**config.mk**
```make
export PLATFORM = sky130hd
export DESIGN_NAME = npc_unit
export DESIGN_NICKNAME = d
export VERILOG_FILES = /design/src/rtl/npc_pkg.sv /design/src/rtl/npc_decode.sv /design/src/rtl/npc_target.sv /design/src/rtl/npc_pcreg.sv /design/src/rtl/npc_unit.sv
export SDC_FILE = /design/constraint.sdc
export NUM_CORES = 1
export LEC_CHECK = 0
export ABC_AREA = 0
export BUFFER_PORTS_ARGS = -buffer_cell sky130_fd_sc_hd__buf_2
export CORE_ASPECT_RATIO = 1.2
export CORE_MARGIN = 2
export CORE_UTILIZATION = 57
export CTS_BUF_LIST = sky130_fd_sc_hd__clkbuf_2
export DETAILED_ROUTE_END_ITERATION = 6
export MAX_ROUTING_LAYER = met4
export PLACE_DENSITY = 0.95
export SYNTH_ARGS = -nofsm -noshare
export SYNTH_HDL_FRONTEND = slang
export SYNTH_HIERARCHICAL = 1
export SYNTH_SLANG_ARGS = --single-unit
```
**constraint.sdc**
```tcl
create_clock -name clk_i -period 7.1 [get_ports clk_i]
set_input_delay 1.42 -clock clk_i [delete_from_list [all_inputs] [get_ports clk_i]]
set_output_delay 1.42 -clock clk_i [all_outputs]
set_load 0.01 [all_outputs]
```
**src/rtl/npc_pkg.sv**
```systemverilog
package npc_pkg;
  localparam int unsigned OP_W = 6;
  localparam int unsigned FN_W = 6;

  localparam logic [OP_W-1:0] OP_SPECIAL = 6'd0;
  localparam logic [OP_W-1:0] OP_JMP     = 6'd2;
  localparam logic [OP_W-1:0] OP_JAL     = 6'd3;
  localparam logic [OP_W-1:0] OP_BEQ     = 6'd4;
  localparam logic [OP_W-1:0] OP_BNE     = 6'd5;
  localparam logic [FN_W-1:0] FN_JR      = 6'd8;

  // one-hot next-PC source index
  typedef enum logic [1:0] {
    SRC_SEQ = 2'd0,
    SRC_BR  = 2'd1,
    SRC_JMP = 2'd2,
    SRC_REG = 2'd3
  } npc_src_e;

  localparam int unsigned NUM_SRC = 4;
endpackage

```
**src/rtl/npc_decode.sv**
```systemverilog
module npc_decode
  import npc_pkg::*;
(
  input  logic               clk_i,
  input  logic               rst_ni,
  input  logic [OP_W-1:0]    opcode_i,
  input  logic [FN_W-1:0]    funct_i,
  input  logic               eq_i,
  output logic [NUM_SRC-1:0] src_oh_o
);
  logic is_beq, is_bne, is_jmp, is_jr, br_taken;

  assign is_beq   = (opcode_i == OP_BEQ);
  assign is_bne   = (opcode_i == OP_BNE);
  assign is_jmp   = (opcode_i == OP_JMP) || (opcode_i == OP_JAL);
  assign is_jr    = (opcode_i == OP_SPECIAL) && (funct_i == FN_JR);
  assign br_taken = (is_beq && eq_i) || (is_bne && !eq_i);

  always_comb begin
    src_oh_o = '0;
    if (br_taken)    src_oh_o[SRC_BR]  = 1'b1;
    else if (is_jmp) src_oh_o[SRC_JMP] = 1'b1;
    else if (is_jr)  src_oh_o[SRC_REG] = 1'b1;
    else             src_oh_o[SRC_SEQ] = 1'b1;
  end

  // exactly one source selected every cycle
  a_r2_onehot_src: assert property (@(posedge clk_i) disable iff (!rst_ni)
    $countones(src_oh_o) == 1);
  // a failing condition never selects the branch source
  a_r5_no_false_branch: assert property (@(posedge clk_i) disable iff (!rst_ni)
    ((is_beq && !eq_i) || (is_bne && eq_i)) |-> src_oh_o[SRC_SEQ]);
endmodule

```
**src/rtl/npc_target.sv**
```systemverilog
module npc_target #(
  parameter int unsigned XLEN  = 32,
  parameter int unsigned IMM_W = 16,
  parameter int unsigned TGT_W = 26
) (
  input  logic [XLEN-1:0]  pc_i,
  input  logic [IMM_W-1:0] imm_i,
  input  logic [TGT_W-1:0] target_i,
  output logic [XLEN-1:0]  pc4_o,
  output logic [XLEN-1:0]  br_tgt_o,
  output logic [XLEN-1:0]  jmp_tgt_o
);
  localparam int unsigned SEXT_W = XLEN - IMM_W - 2;
  localparam int unsigned HI_W   = XLEN - TGT_W - 2;

  logic [XLEN-1:0] br_off;

  assign pc4_o     = pc_i + XLEN'(4);
  // word offset, sign-extended, relative to the incremented PC
  assign br_off    = {{SEXT_W{imm_i[IMM_W-1]}}, imm_i, 2'b00};
  assign br_tgt_o  = pc4_o + br_off;
  // region bits come from PC+4, not PC
  assign jmp_tgt_o = {pc4_o[XLEN-1 -: HI_W], target_i, 2'b00};
endmodule

```
**src/rtl/npc_pcreg.sv**
```systemverilog
module npc_pcreg #(
  parameter int unsigned   XLEN     = 32,
  parameter logic [31:0]   RESET_PC = 32'h0
) (
  input  logic            clk_i,
  input  logic            rst_ni,
  input  logic            hold_i,
  input  logic [XLEN-1:0] next_i,
  output logic [XLEN-1:0] pc_o
);
  logic [XLEN-1:0] pc_q;

  always_ff @(posedge clk_i or negedge rst_ni) begin
    if (!rst_ni)      pc_q <= XLEN'(RESET_PC);
    else if (!hold_i) pc_q <= next_i;
  end

  assign pc_o = pc_q;

  // a held cycle leaves the PC untouched
  a_r9_hold_stable: assert property (@(posedge clk_i) disable iff (!rst_ni)
    hold_i |=> $stable(pc_q));
endmodule

```
**src/rtl/npc_unit.sv**
```systemverilog
module npc_unit
  import npc_pkg::*;
#(
  parameter int unsigned XLEN     = 32,
  parameter int unsigned IMM_W    = 16,
  parameter int unsigned TGT_W    = 26,
  parameter logic [31:0] RESET_PC = 32'h0
) (
  input  logic             clk_i,
  input  logic             rst_ni,
  input  logic             stall_i,
  input  logic [OP_W-1:0]  opcode_i,
  input  logic [FN_W-1:0]  funct_i,
  input  logic [IMM_W-1:0] imm_i,
  input  logic [TGT_W-1:0] target_i,
  input  logic [XLEN-1:0]  rs_val_i,
  input  logic             eq_i,
  output logic [XLEN-1:0]  pc_o,
  output logic [XLEN-1:0]  link_o
);
  logic [NUM_SRC-1:0] src_oh;
  logic [XLEN-1:0]    pc, pc4, br_tgt, jmp_tgt, next_pc;
  logic [XLEN-1:0]    cand [NUM_SRC];

  npc_decode u_decode (
    .clk_i    (clk_i),
    .rst_ni   (rst_ni),
    .opcode_i (opcode_i),
    .funct_i  (funct_i),
    .eq_i     (eq_i),
    .src_oh_o (src_oh)
  );

  npc_target #(.XLEN(XLEN), .IMM_W(IMM_W), .TGT_W(TGT_W)) u_target (
    .pc_i      (pc),
    .imm_i     (imm_i),
    .target_i  (target_i),
    .pc4_o     (pc4),
    .br_tgt_o  (br_tgt),
    .jmp_tgt_o (jmp_tgt)
  );

  assign cand[SRC_SEQ] = pc4;
  assign cand[SRC_BR]  = br_tgt;
  assign cand[SRC_JMP] = jmp_tgt;
  assign cand[SRC_REG] = rs_val_i;

  // AND-OR mux over the one-hot select
  always_comb begin
    next_pc = '0;
    for (int i = 0; i < NUM_SRC; i++)
      next_pc |= cand[i] & {XLEN{src_oh[i]}};
  end

  npc_pcreg #(.XLEN(XLEN), .RESET_PC(RESET_PC)) u_pcreg (
    .clk_i  (clk_i),
    .rst_ni (rst_ni),
    .hold_i (stall_i),
    .next_i (next_pc),
    .pc_o   (pc)
  );

  assign pc_o   = pc;
  assign link_o = pc4;

  // equal branch lands at PC+4 plus scaled offset
  a_r3_beq_taken: assert property (@(posedge clk_i) disable iff (!rst_ni)
    (!stall_i && opcode_i == OP_BEQ && eq_i) |=>
      pc_o == $past(pc_o) + XLEN'(4) +
              $past({{(XLEN-IMM_W-2){imm_i[IMM_W-1]}}, imm_i, 2'b00}));
  // failed branch falls through
  a_r5_bne_fallthru: assert property (@(posedge clk_i) disable iff (!rst_ni)
    (!stall_i && opcode_i == OP_BNE && eq_i) |=> pc_o == $past(pc_o) + XLEN'(4));
  // register jump takes the operand verbatim
  a_r8_reg_jump: assert property (@(posedge clk_i) disable iff (!rst_ni)
    (!stall_i && opcode_i == OP_SPECIAL && funct_i == FN_JR) |=> pc_o == $past(rs_val_i));
  // direct jumps keep the region of PC+4 and clear the byte bits
  a_r6_jump_region: assert property (@(posedge clk_i) disable iff (!rst_ni)
    (!stall_i && (opcode_i == OP_JMP || opcode_i == OP_JAL)) |=>
      (pc_o[1:0] == 2'b00) && (pc_o[XLEN-1 -: 4] == $past(link_o[XLEN-1 -: 4])));
  // return address is one word past the PC
  a_r10_link: assert property (@(posedge clk_i) disable iff (!rst_ni)
    (link_o - pc_o) == XLEN'(4));
endmodule

```
==> metrics.md <==
| Metric | Value |
|---|---|
| Run status | `finished with violations` |
| Failing checks | `design-rule violations` |
| Sw frac | `around half` |
| Placed cell count | `~720` |
| First-pass GRT wire length | `~21000 microns` |
| Seq cells post-synth | `32` |
| Grt ovf | `0` |
| CP max FO | `9` |
| Combinational share of power | `about three quarters` |
| Pre-CTS setup slack | `2720 ps` |
| Initial antenna violation count | `0` |
| Hold WC Path Type | `flip-flop to flip-flop` |
| Post-Syn Instances | `~530` |
| Port Buf Inserts | `approximately 150` |
| Post-CTS sizing | `0` |
| CP Buf/Inv Count | `0` |
| I/O pins | `approximately 150` |
| Crit Path Category | `flip-flop to flip-flop` |
| Switching Power | `~1.0 mW` |
| Slowest stage delay, CP | `about 480 ps` |
| Via/cell ratio | `approximately 6.3` |
| Final Instance Area | `a little over 5000 sq um` |
| Hold Vio Cnt, Final | `0` |
| Unique masters post-synth | `60` |
| RSZ-0062 raised after global routing | `false` |
| Die width | `~86 microns` |
| DRT Wirelength | `roughly 13000 microns` |
| Die area | `8820 sq um` |
| Gpl congestion | `between 1 and 1.5` |
| Clock share of power | `roughly 5.2%` |
| Synth warn | `6` |
| Nets | `around 760` |
| DR pass1 iterations | `7` |
| Pwr dens | `just under 400 nW/um^2` |
| Post-route ant nets | `0` |
| Netlist Area Pre-Place | `4610 sq um` |
| Worst-Margin Slew | `between 1000 and 1500 ps` |
| Register share of total power | `roughly a fifth` |
| Area growth syn-to-layout | `10.2%` |
| Fin cells | `around 730` |
| Iteration-0 DRC Markers | `333` |
| Clock Path Buffers | `2` |
| Fmax | `0.223 GHz` |
| Crit-path slowest cell | `dfrtp_1` |
| Synth area leader | `dfrtp_1` |
| Commonest non-fill, non-tap cell in the layout | `buf_2` |
| Post-CTS Setup Bufs | `0` |
| Worst Clk Skew | `24.6 ps` |
| Crit-path leading delay family | `compound AO/OA/AOI/OAI gates` |
| Setup-failing EPs final | `0` |
| Final HPWL DP | `10400 microns` |
| CP most frequent cell | `nand2_1` |
| Via Count | `around 4600` |
| H-tree Lvls | `2` |
| Total Routing Usage GR | `a little under a third` |
| Post-route DRC | `16` |
| Setup TNS | `0 ps` |
| Pin count of the biggest net entering global routing | `33` |
| Vias in the first global route | `approximately 4400` |
| Area share of the largest cell type after synthesis | `between 10% and 20%` |
| Post-synth EDFFs | `0` |
| Sequential area share after synthesis | `roughly 17%` |
| Required time of the critical path | `roughly 7400 ps` |
| Starting density of the core | `around 60%` |
| Max Slew Vio Count | `0` |
| Synth top area cells | `dfrtp_1 (17%), a22oi_1 (10%), mux2_4 (9.8%)` |
| Int Pwr | `a little under 1 mW` |
| Hold-fix buffers, CTS | `0` |
| Clk Latency, worst-skew pair | `410 ps` |
| Routed length per instance | `~19 microns` |
| Min Tclk post-route | `~4500 ps` |
| Core area | `roughly 7800 sq um` |
| Rel. slew slack | `between 20% and 30%` |
| Max FFs per register | `32` |
| Area post-placement | `5030 sq um` |
| CP Cell Sequence | `and3_1 > nand3_1 > and2b_1 > nand2_1 > nor2_1 > nand2_1 > xnor2_1 > ha_1 > a21o_1 > a21o_1 > a21oi_2 > o21ai_1 > a221o_1 > a41oi_2 > xnor3_1 > a22oi_1 > nand2_1 > mux2_2` |
| Ys async rst share | `100%` |
| Share of layout cells above drive strength 1 | `34.1%` |
| Critical Path Start Type | `flip-flop` |
| Final WS setup | `around 2600 ps` |
| Lkg Pwr | `around 2.6 nW` |
| Final worst-path cycle share | `between 60 and 70%` |
| Commonest non-fill, non-tap cells in the layout | `buf_2 (153), a22oi_1 (64), nand2_1 (59)` |
| Avg Inst Size Synth | `8.76 sq um` |
| Top FF cell, synth | `dfrtp_1` |
| CTS buffer count | `5` |
| VDD IR max | `around 0.27 mV` |
| Inserted Diodes | `0` |
| CTS tree | `built` |
| Die Ht | `about 100 microns` |
| Worst path arrival time | `between 4000 and 5000 ps` |
| Reg-to-reg slack, setup | `approximately 2600 ps` |
| # rows | `35` |
| Clock sinks | `32` |
| Root Driver | `clkbuf_2` |
| Max-cap violations | `0` |
| Clk pin slew, worst setup/hold paths | `about 220 ps` |
| CP Capture Type | `flip-flop` |
==> Yosys cell counts, types with 8 or more instances <==
| library cell | number |
|---|---|
| xor2_1 | 14 |
| buf_6 | 12 |
| buf_4 | 40 |
| nand2_1 | 59 |
| nand4_1 | 14 |
| mux2_4 | 30 |
| nand3_1 | 13 |
| a21oi_1 | 35 |
| dfrtp_1 | 32 |
| xnor2_1 | 42 |
| a21o_1 | 21 |
| nor2_1 | 23 |
| a22oi_1 | 64 |
| ha_1 | 33 |
| o21ai_0 | 9 |
| o21ai_1 | 8 |
==> layout make-up <==
type | count | area (sq um)
Inverter | 6 | 22.5
Tap cell | 92 | 115
Sequential cell | 32 | 801
Timing Repair Buffer | 158 | 803
Clock buffer | 5 | 25.0
Multi-Input combinational cell | 429 | 3290
Clock inverter | 3 | 23.8
Fill cell | 641 | 2670
==> stage by stage <==
stage | hold WS, ps | total power, mW | util, %
floorplan | 590 | 1.46 | -
global placement | 542 | 1.79 | 64.9
detailed placement | 558 | 1.84 | 64.9
CTS | 603 | 1.95 | 65.5
global route | 632 | 2.11 | 65.5
finish | 608 | 1.98 | 65.5
==> cell families (layout without fill, tap and decap cells) <==
| group | count (synthesis) | after routing | synth area share (%) |
|---|---|---|---|
| xor gates and xnor gates | 57 | 57 | 11.1 |
| buffers and inverters | 66 | 172 | 11.7 |
| adders and majority gates | 34 | 34 | 9.40 |
| and+or+nand+nor | 138 | 138 | 15.1 |
| DFF | 32 | 32 | 17.4 |
| AOI/OAI and AO/OA | 166 | 166 | 24.9 |
| muxes | 32 | 32 | 10.3 |
| other | 1 | 2 | 0.0814 |
==> worst paths after layout <==
kind	from	to	cells after the start
max	u_pcreg/pc_o[11]$_DFFE_PN0N_	u_pcreg/pc_o[31]$_DFFE_PN0N_	18
min	u_pcreg/pc_o[31]$_DFFE_PN0N_	u_pcreg/pc_o[31]$_DFFE_PN0N_	1
max reg2reg	u_pcreg/pc_o[11]$_DFFE_PN0N_	u_pcreg/pc_o[31]$_DFFE_PN0N_	18
min reg2reg	u_pcreg/pc_o[31]$_DFFE_PN0N_	u_pcreg/pc_o[31]$_DFFE_PN0N_	1
max in group asynchronous	rst_ni	u_pcreg/pc_o[13]$_DFFE_PN0N_	1
min in group asynchronous	rst_ni	u_pcreg/pc_o[23]$_DFFE_PN0N_	1
==> routing by layer <==
| layer | GRT usage, % | part of all wire, % |
|---|---|---|
| met5 | - | 0 |
| met4 | 11.8 | 2.6 |
| met3 | 4.44 | 7.7 |
| met2 | 52.7 | 51 |
| met1 | 35.9 | 39 |
==> power by group through the flow <==
stage / combinational, mW / sequential, mW / clock [mW]
finish: 1.50 / 0.378 / 0.102
detailed placement: 1.46 / 0.377 / 0
global placement: 1.42 / 0.371 / 0
floorplan: 1.08 / 0.386 / 0
global route: 1.62 / 0.387 / 0.109
CTS: 1.47 / 0.375 / 0.102
Power figures use the tool's default switching activity.
